**src/rtl/hostbus_pkg.sv**
```systemverilog
package hostbus_pkg;

    localparam int HB_DW       = 8;
    localparam int HB_AW       = 8;
    localparam int HB_NUM_REGS = 144;

    typedef enum logic [1:0] {
        ST_IDLE  = 2'd0,
        ST_READ  = 2'd1,
        ST_WRITE = 2'd2
    } bus_state_e;

    typedef enum logic [1:0] {
        TGT_NONE = 2'd0,
        TGT_PTR  = 2'd1,
        TGT_REG  = 2'd2
    } tgt_kind_e;

    typedef struct packed {
        tgt_kind_e          kind;
        logic [HB_AW-1:0]   idx;
    } tgt_t;

    // Resolve an effective bus address into a target location.
    function automatic tgt_t resolve_target(
        input logic             indirect,
        input logic [HB_AW-1:0] bus_addr,
        input logic [HB_AW-1:0] pointer
    );
        tgt_t t;
        t.kind = TGT_NONE;
        t.idx  = '0;
        if (indirect) begin
            if (!bus_addr[0]) begin
                t.kind = TGT_PTR;
            end else if (int'(pointer) < HB_NUM_REGS) begin
                t.kind = TGT_REG;
                t.idx  = pointer;
            end
        end else if (int'(bus_addr) < HB_NUM_REGS) begin
            t.kind = TGT_REG;
            t.idx  = bus_addr;
        end
        return t;
    endfunction

endpackage

```
**src/rtl/hostbus_addr_latch.sv**
```systemverilog
module hostbus_addr_latch #(
    parameter int AW = hostbus_pkg::HB_AW
) (
    input  logic          clk,
    input  logic          rst_n,
    input  logic          ale,
    input  logic [AW-1:0] ad_i,
    output logic [AW-1:0] lat_q
);
    logic ale_q;

    always_ff @(posedge clk or negedge rst_n) begin
        if (!rst_n) begin
            ale_q <= 1'b0;
            lat_q <= '0;
        end else begin
            ale_q <= ale;
            if (ale_q && !ale) begin
                lat_q <= ad_i;
            end
        end
    end
endmodule

```
**src/rtl/hostbus_ctrl.sv**
```systemverilog
module hostbus_ctrl
    import hostbus_pkg::*;
#(
    parameter int AW = HB_AW,
    parameter int DW = HB_DW
) (
    input  logic          clk,
    input  logic          rst_n,
    input  logic          cs_n,
    input  logic          rd_n,
    input  logic          wr_n,
    input  logic [AW-1:0] eff_addr,
    input  logic [DW-1:0] wdata_in,
    output logic          wr_commit,
    output logic [AW-1:0] cap_addr,
    output logic [DW-1:0] cap_data
);
    bus_state_e state_q, state_d;
    logic       capture;

    // State register
    always_ff @(posedge clk or negedge rst_n) begin
        if (!rst_n) begin
            state_q <= ST_IDLE;
        end else begin
            state_q <= state_d;
        end
    end

    // Next state and outputs
    always_comb begin
        state_d   = state_q;
        wr_commit = 1'b0;
        capture   = 1'b0;
        unique case (state_q)
            ST_IDLE: begin
                if (!cs_n && !wr_n) begin          // T_START_WR
                    state_d = ST_WRITE;
                    capture = 1'b1;
                end else if (!cs_n && !rd_n) begin // T_START_RD
                    state_d = ST_READ;
                end
            end
            ST_READ: begin
                if (cs_n || rd_n) begin            // T_END_RD
                    state_d = ST_IDLE;
                end
            end
            ST_WRITE: begin
                if (cs_n) begin                    // T_ABANDON
                    state_d = ST_IDLE;
                end else if (wr_n) begin           // T_COMMIT
                    state_d   = ST_IDLE;
                    wr_commit = 1'b1;
                end else begin
                    capture = 1'b1;
                end
            end
            default: state_d = ST_IDLE;
        endcase
    end

    // Address/data capture while the write strobe is low
    always_ff @(posedge clk or negedge rst_n) begin
        if (!rst_n) begin
            cap_addr <= '0;
            cap_data <= '0;
        end else if (capture) begin
            cap_addr <= eff_addr;
            cap_data <= wdata_in;
        end
    end
endmodule

```
**src/rtl/hostbus_regfile.sv**
```systemverilog
module hostbus_regfile
    import hostbus_pkg::*;
#(
    parameter int AW       = HB_AW,
    parameter int DW       = HB_DW,
    parameter int NUM_REGS = HB_NUM_REGS
) (
    input  logic          clk,
    input  logic          rst_n,
    input  logic          indirect,
    input  logic          wr_commit,
    input  logic [AW-1:0] wr_addr,
    input  logic [DW-1:0] wr_data,
    input  logic [AW-1:0] rd_addr,
    output logic [DW-1:0] rd_data,
    output logic [AW-1:0] ptr_q
);
    logic [DW-1:0] mem [NUM_REGS];
    tgt_t          wr_tgt, rd_tgt;

    always_comb begin
        wr_tgt = resolve_target(indirect, wr_addr, ptr_q);
        rd_tgt = resolve_target(indirect, rd_addr, ptr_q);
    end

    always_ff @(posedge clk or negedge rst_n) begin
        if (!rst_n) begin
            ptr_q <= '0;
            for (int i = 0; i < NUM_REGS; i++) begin
                mem[i] <= '0;
            end
        end else if (wr_commit) begin
            if (wr_tgt.kind == TGT_PTR) begin
                ptr_q <= wr_data[AW-1:0];
            end else if (wr_tgt.kind == TGT_REG) begin
                mem[wr_tgt.idx] <= wr_data;
            end
        end
    end

    always_comb begin
        rd_data = '0;
        unique case (rd_tgt.kind)
            TGT_PTR:  rd_data = DW'(ptr_q);
            TGT_REG:  rd_data = mem[rd_tgt.idx];
            default:  rd_data = '0;
        endcase
    end
endmodule

```
**src/rtl/hostbus_port.sv**
```systemverilog
module hostbus_port
    import hostbus_pkg::*;
#(
    parameter int AW       = HB_AW,
    parameter int DW       = HB_DW,
    parameter int NUM_REGS = HB_NUM_REGS
) (
    input  logic          clk,
    input  logic          rst_n,
    input  logic          bus_mux,
    input  logic          ind_mode,
    input  logic          cs_n,
    input  logic          rd_n,
    input  logic          wr_n,
    input  logic          ale,
    input  logic [AW-1:0] addr_i,
    input  logic [DW-1:0] ad_i,
    output logic [DW-1:0] ad_o,
    output logic          ad_oe
);
    logic [AW-1:0] lat_q;
    logic [AW-1:0] eff_addr;
    logic          wr_commit;
    logic [AW-1:0] cap_addr;
    logic [DW-1:0] cap_data;
    logic [DW-1:0] rd_data;
    logic [AW-1:0] ptr_q;

    hostbus_addr_latch #(.AW(AW)) u_latch (
        .clk   (clk),
        .rst_n (rst_n),
        .ale   (ale),
        .ad_i  (ad_i[AW-1:0]),
        .lat_q (lat_q)
    );

    assign eff_addr = bus_mux ? lat_q : addr_i;

    hostbus_ctrl #(.AW(AW), .DW(DW)) u_ctrl (
        .clk       (clk),
        .rst_n     (rst_n),
        .cs_n      (cs_n),
        .rd_n      (rd_n),
        .wr_n      (wr_n),
        .eff_addr  (eff_addr),
        .wdata_in  (ad_i),
        .wr_commit (wr_commit),
        .cap_addr  (cap_addr),
        .cap_data  (cap_data)
    );

    hostbus_regfile #(.AW(AW), .DW(DW), .NUM_REGS(NUM_REGS)) u_regs (
        .clk       (clk),
        .rst_n     (rst_n),
        .indirect  (ind_mode),
        .wr_commit (wr_commit),
        .wr_addr   (cap_addr),
        .wr_data   (cap_data),
        .rd_addr   (eff_addr),
        .rd_data   (rd_data),
        .ptr_q     (ptr_q)
    );

    always_comb begin
        ad_oe = !cs_n && !rd_n;
        ad_o  = ad_oe ? rd_data : '0;
    end
endmodule

```
**config.mk**
```make
export PLATFORM = sky130hd
export DESIGN_NAME = hostbus_port
export DESIGN_NICKNAME = d
export VERILOG_FILES = /design/src/rtl/hostbus_pkg.sv /design/src/rtl/hostbus_addr_latch.sv /design/src/rtl/hostbus_ctrl.sv /design/src/rtl/hostbus_regfile.sv /design/src/rtl/hostbus_port.sv
export SDC_FILE = /design/constraint.sdc
export NUM_CORES = 2
export LEC_CHECK = 0
export ABC_CLOCK_PERIOD_IN_PS = 8000
export BUFFER_PORTS_ARGS = -buffer_cell sky130_fd_sc_hd__clkbuf_2
export CORE_ASPECT_RATIO = 0.9
export CORE_UTILIZATION = 30
export CTS_CLUSTER_SIZE = 24
export DETAILED_ROUTE_END_ITERATION = 8
export GPL_TIMING_DRIVEN = 0
export PLACE_DENSITY_LB_ADDON = 0.05
export SETUP_SLACK_MARGIN = 0.1
export SYNTH_ARGS = -nofsm -noshare
export SYNTH_HDL_FRONTEND = slang
export SYNTH_SLANG_ARGS = --single-unit
```
**constraint.sdc**
```tcl
create_clock -name clk -period 8 [get_ports clk]
set_input_delay 0.4 -clock clk [delete_from_list [all_inputs] [get_ports clk]]
set_output_delay 0.4 -clock clk [all_outputs]
set_load 0.005 [all_outputs]
```
# Word level (Yosys, flattened, before mapping)
# Cells that the tools add are included.
word_totals:
  regBits: 1187
  in_bits: 24
  elab_cells: 212
classes:
  magnitude_cmp: 6
  n_eq_ne: 9
  mux: 31
  bitwise: 3
  n_reduce_logical: 13
ops:
  columns: ["operator", "count"]
  rows:
  - ["$bwmux 1152", 1]
  - ["$bmux 8 s8", 1]
  - ["$demux 8 s8", 1]
  - ["$mux 8", 7]
  - ["$mux 10", 5]
  - ["$lt 8x8->1 const B", 3]
  - ["$ge 9x9->1 const B", 2]
  - ["$not 8->9", 2]
  - ["$pmux 8 s2", 1]
  - ["$mux 2", 7]
  - ["$lt 9x1->1 const B", 1]
  - ["$eq 2x1->1 const B", 3]
  - ["$eq 2x2->1 const B", 3]
  - ["$mux 1", 6]
  - ["$pmux 2 s3", 1]
  - ["$reduce_and 3->1", 2]
  - ["$logic_and 1x1->1", 4]
  - ["$logic_not 1->1", 4]
  - ["$ne 3x2->1 const B", 1]
  - ["$ne 3x3->1 const B", 1]
  - ["$logic_not 2->1", 1]
  - ["$ne 2x1->1 const B", 1]
  - ["$pmux 1 s2", 1]
  - ["$reduce_and 2->1", 1]
  - ["other kinds (2)", 2]

# Longest topological paths before layout
depth:
  depth_word: 10
  depth_mapped: 17
  mapped_depth_nobuf: 10

# Cells and area by module
# Synthesis repeated with hierarchy kept, for this count alone.
hier_totals:
  cells_unflattened: 4803
  area_unflattened_um2: 56316.5
by_module_without_submodules:
  columns: ["mod", "instances", "cells_each", "area_each_um2"]
  rows:
  - ["hostbus_regfile", 1, 4724, 55021.5]
  - ["hostbus_ctrl", 1, 40, 719.4]
  - ["hostbus_addr_latch", 1, 19, 370.4]
  - ["hostbus_port", 1, 20, 205.2]

# Least setup slack after synthesis
# No wires, ideal clock.
synth_timing:
  kind: "input port to output port"
  start: "input port bus_mux"
  end: "output port ad_o[0]"
  t_arrival_ns: 2.967
  required_ns: 7.600
  path_slack_ns: 4.633
  path_stages: 14
  path_buffers: 5
  cell_sequence: "buf_4 > nor4b_4 > o41ai_2 > buf_6 > nor3_2 > buf_4 > buf_6 > buf_6 > mux2i_1 > a22oi_1 > o21ai_1 > a2111o_1 > a32o_1 > a31oi_1"
synth_between:
  elab_chain_len: 10
synth_lines:
  columns: ["item", "line", "source"]
  rows:
  - ["from (decl)", "hostbus_port.sv:10", "input logic bus_mux,"]
  - ["$mux 8 (*)", "hostbus_port.sv:37", "assign eff_addr = bus_mux ? lat_q : addr_i;"]
  - ["$lt 8x8->1", "hostbus_pkg.sv:40", "end else if (int'(bus_addr) < HB_NUM_REGS) begin"]
  - ["$mux 10", "hostbus_pkg.sv:40", null]
  - ["$mux 10 (*)", "hostbus_pkg.sv:33", "if (indirect) begin"]
  - ["$not 8->9 (implied by the code)", "hostbus_regfile.sv:45", "TGT_REG: rd_data = mem[rd_tgt.idx];"]
  - ["$bmux 8 s8", "hostbus_regfile.sv:45", null]
  - ["$mux 8 (implied by the code) (2 in a row)", "hostbus_regfile.sv:45", null]
  - ["$pmux 8 s2 (*)", "hostbus_regfile.sv:43", "unique case (rd_tgt.kind)"]
  - ["$mux 8 (*)", "hostbus_port.sv:66", "ad_o = ad_oe ? rd_data : '0;"]
  - ["to (decl)", "hostbus_port.sv:18", "output logic [DW-1:0] ad_o,"]
# Every way passes the cells marked *; elsewhere a longest branch is shown, timed or not. The select of a mux whose other input is x is not followed.

# Final worst setup path
layout_timing:
  start: "register u_regs.ptr_q[5]"
  end: "output port ad_o[6]"
layout_between:
  elab_chain_len: 10
layout_lines:
  columns: ["item", "line", "source"]
  rows:
  - ["from (decl)", "hostbus_regfile.sv:16", "output logic [AW-1:0] ptr_q"]
  - ["from (signal assigned)", "hostbus_regfile.sv:34", "ptr_q <= wr_data[AW-1:0];"]
  - ["$lt 8x8->1", "hostbus_pkg.sv:36", "end else if (int'(pointer) < HB_NUM_REGS) begin"]
  - ["$mux 10 (*)", "hostbus_pkg.sv:36", null]
  - ["$mux 8", "hostbus_pkg.sv:34", "if (!bus_addr[0]) begin"]
  - ["$mux 10 (*)", "hostbus_pkg.sv:33", null]
  - ["$not 8->9 (implied by the code)", "hostbus_regfile.sv:45", null]
  - ["$bmux 8 s8", "hostbus_regfile.sv:45", null]
  - ["$mux 8 (implied by the code) (2 in a row)", "hostbus_regfile.sv:45", null]
  - ["$pmux 8 s2 (*)", "hostbus_regfile.sv:43", null]
  - ["$mux 8 (*)", "hostbus_port.sv:66", null]
# Marks and branches as above.

==> out/qor.csv <==
stage,metric,value,unit
power_and_ir_drop,maximum vdd drop,0.238,mV
layout,FILL cells,18500,
power_and_ir_drop,Leak,29.7,nW
sta,setup tns final,0,ps
placed_design,DP HPWL,202,mm
worst_setup_path,RR Startpoint,u_regs.ptr_q[5],
placed_design,DP Area,59500,µm²
worst_setup_path,reg-to-reg setup timing slack,2870,ps
grt,remaining global-route overflow,0,
sta,final setup vio count,0,
logic_synthesis,Synth Instances,4700,
clock_network,cts repair resizes,0,
run,max cap viols,6,
layout,Final Util,35.0,%
floorplan,effective utilization at floorplan,30.3,%
grt,first-pass GRT wire length,372,mm
clock_network,clock slew at reported path FFs,70,ps
placed_design,Port Buffers,31,
sta,RSZ-0062 raised after global routing,false,
floorplan,DIE HEIGHT,411,µm
worst_hold_path,WHS Path Cells,3,
floorplan,row count,149,
placed_design,Setup WS pre-CTS,1320,ps
outcome,status,finished with violations,
layout,nets@finish,4940,
worst_hold_path,Worst Min Path Start,addr_i[3],
power_and_ir_drop,Sw Share,35.4,%
grt,vias in the first global route,41700,
power_and_ir_drop,clock network fraction of design power,40.6,%
outcome,failing checks,"max-capacitance violations, max-slew violations",
clock_network,CTS Buf Count,143,
layout,Post-Layout Cell Count,7455,
detailed_routing,ANT nets after route,0,
layout,share of cells above drive strength 1,32.2,%
worst_setup_path,CP endpoint kind,output pin,
logic_synthesis,post-synthesis compound-gate area fraction,8.84,%
logic_synthesis,Post-synth EDFFs,0,
power_and_ir_drop,Seq pwr share,38.0,%
sta,Pins Over Slew Limit,40,
worst_setup_path,FF-to-FF End,u_regs.mem[608],
logic_synthesis,Synth Area in Adders,0.0449,%
worst_setup_path,"Max stage delay cell, worst path",a31oi_1,
sta,Tmin final,7720,ps
logic_synthesis,post-synth cell types,72,
worst_setup_path,max incr delay on CP,860,ps
logic_synthesis,net count after synthesis,4726,
sta,Tcrit/Tclk final,96.5,%
sta,Worst-Margin Slew,1660,ps
detailed_routing,residual DRC count,0,
detailed_routing,via count,42000,
detailed_routing,Via density,5.64,
clock_network,hold_buf cts,15,
placed_design,Routability Congestion,1.01,
power_and_ir_drop,combinational fraction of design power,21.4,%
sta,clk_skew,42.2,ps
logic_synthesis,largest family of logic cells by synthesized area,multiplexers,
clock_network,CTS Buffer Depth,3,
logic_synthesis,ys flop type,dfrtp_1,
worst_setup_path,crit path max fanout,10,
worst_setup_path,most frequent CP cell,clkbuf_1,
logic_synthesis,post-synthesis mux area share,25.8,%
clock_network,CTS tree,built,
floorplan,I/O Pins,33,
logic_synthesis,synthesized area per cell,11.9,µm²
sta,relative slew slack,-10.8,%
worst_setup_path,"Critical Path, Cell by Cell","clkbuf_1, o311ai_2, o41a_1, buf_2, clkbuf_1, nand3_1, clkbuf_1, clkbuf_1, a211oi_1, a31oi_1, o22ai_1, o21ai_0, a31oi_1, clkbuf_2",
layout,synth-to-layout area growth,15.3,%
clock_network,clock root buffer,clkbuf_16,
worst_setup_path,Critical Path RT,7600,ps
power_and_ir_drop,P_int,0.0105,W
logic_synthesis,xor/xnor cell area share of the yosys netlist,0,%
worst_setup_path,WP data arrival,7320,ps
layout,"commonest cells after routing, fill and taps aside","1,187 x dfrtp_1, 1,175 x mux2_2, 736 x nand2_1, 270 x clkbuf_1, 161 x nand3_1",
detailed_routing,WL/cell,36.9,µm
layout,FF+latch area,29700,µm²
worst_setup_path,reg2reg path depth,11,
power_and_ir_drop,switching pwr,0.00576,W
logic_synthesis,"Seq/Total Area, Yosys",53.3,%
logic_synthesis,Async SR Flop Fraction,100,%
logic_synthesis,"FF+latch count, synth",1187,
grt,largest net degree at the start of global routing,99,
grt,number of antenna violations at the first check in global routing,31,
sta,Max Clk Rate,130,MHz
sta,final worst slack,280,ps
worst_hold_path,hold endpoint,u_ctrl.cap_addr[3],
worst_setup_path,Startpoint Class,flip-flop,
floorplan,die area,188000,µm²
detailed_routing,DRT Wirelength,275,mm
logic_synthesis,Mapped Area,55700,µm²
worst_hold_path,HP Class,in -> reg,
floorplan,die span in x,456,µm
logic_synthesis,Simple-Gate Fraction of Synth Area,8.89,%
grt,Tot GR Track Use,29.1,%
sta,final hold viol count,0,
floorplan,core area,184000,µm²
layout,"most common cell after layout, fill and taps aside",dfrtp_1,
worst_setup_path,CP Class,reg -> out,
clock_network,setup bufs post-CTS,0,
layout,area of the multi-input gates,24400,µm²
placed_design,placed cells,7170,
logic_synthesis,Yosys warning count,0,
power_and_ir_drop,power per cell area,253,nW/µm²
clock_network,worst-skew pair later-pin latency,820,ps
clock_network,CTS Sinks,1187,
detailed_routing,DRT Pass-1 Iters,6,
clock_network,H-tree levels,4,
detailed_routing,1st-iter DRT viols,4293,
layout,fin area,64300,µm²
## power by group through the flow
stage               clock, W  combinational, W  sequential [W]
CTS                  0.00671           0.00340         0.00617
detailed placement         0           0.00338         0.00628
global route         0.00693           0.00351         0.00618
finish               0.00659           0.00348         0.00618
global placement           0           0.00335         0.00630
floorplan                  0           0.00131         0.00625
## cells in the mapped netlist (all sizes together) (3+ instances only)
master   count  area, µm²
a2111o       6       67.6
a2111oi      3       26.3
a211o        8       71.3
a211oi      72        551
a21o        11       82.6
a21oi      123        616
a221o       31        310
a221oi      30        263
a22o        22        193
a22oi       39        293
a311o        6       60.1
a311oi      26        228
a31oi       93        582
a32o         6       60.1
a32oi       14        123
a41oi        7       61.3
and2         4       25.0
and3        33        206
and4         7       61.3
buf        135        778
clkbuf     232        871
dfrtp     1187      29700
inv         17       63.8
mux2      1175      13200
mux2i      115       1150
nand2      739       2780
nand2b       5       31.3
nand3      162        816
nand3b       3       22.5
nand4       11       68.8
nor2       100        415
nor3        31        195
nor4         9       77.6
o211ai      16        120
o21ai       85        425
o221ai       8       70.1
o22a         8       70.1
o22ai       31        194
o31a        29        254
o31ai       11       82.6
or2          3       18.8
or3         17        106
or4          7       52.6
## cells by family after synthesis
| group | Yosys count |
|---|---|
| AO/OA/AOI/OAI | 697 |
| adder cells (fa/ha/maj) | 2 |
| buffers and inverters | 384 |
| flip-flops | 1187 |
| multiplexers | 1291 |
| AND/OR/NAND/NOR | 1139 |
## final cells by class
class / instances / area share [%]
Timing Repair Buffer: 69 / 1.31
Multi-Input combinational cell: 3129 / 37.9
Tap cell: 2416 / 4.70
Antenna cell: 16 / 0.0623
Inverter: 17 / 0.0993
Clock buffer: 225 / 6.69
Sequential cell: 1187 / 46.2
Clock inverter: 29 / 0.454
Buffer: 367 / 2.58
## worst max-delay path, delay by kind of cell (launching register included)
family                 cells  cell delay (ps)
AOI/OAI and AO/OA          7             2710
buffers and inverters      6             2740
DFF                        1              370
and+or+nand+nor            1              650
## flip-flops by register name, summed over array words and instances (netlist names)
name	cells
u_ctrl.cap_addr	8
u_ctrl.cap_data	8
u_ctrl.state_q	2
u_latch.ale_q	1
u_latch.lat_q	8
u_regs.mem	1152
u_regs.ptr_q	8
## how the worst max path moves through the flow
stage | start | end
2_1_floorplan | bus_mux | ad_o[0]
3_3_place_gp | rst_n | u_regs.mem[473]
3_5_place_dp | bus_mux | ad_o[5]
4_1_cts | u_latch.lat_q[0] | ad_o[5]
5_1_grt | u_regs.ptr_q[5] | ad_o[5]
6_report | u_regs.ptr_q[5] | ad_o[6]
## stage by stage
stage	hold WS, ps	power, W
floorplan	104	0.00757
global placement	420	0.00965
detailed placement	424	0.00966
CTS	13.6	0.0163
global route	32.8	0.0166
finish	21.2	0.0162
## layer usage
layer,share of wire [%],GRT usage (%)
met1,46,41.7
met2,43,43.0
met3,7.3,6.47
met4,3.7,9.52
met5,0.054,0
No activity file was read; power rests on OpenSTA's default activity.
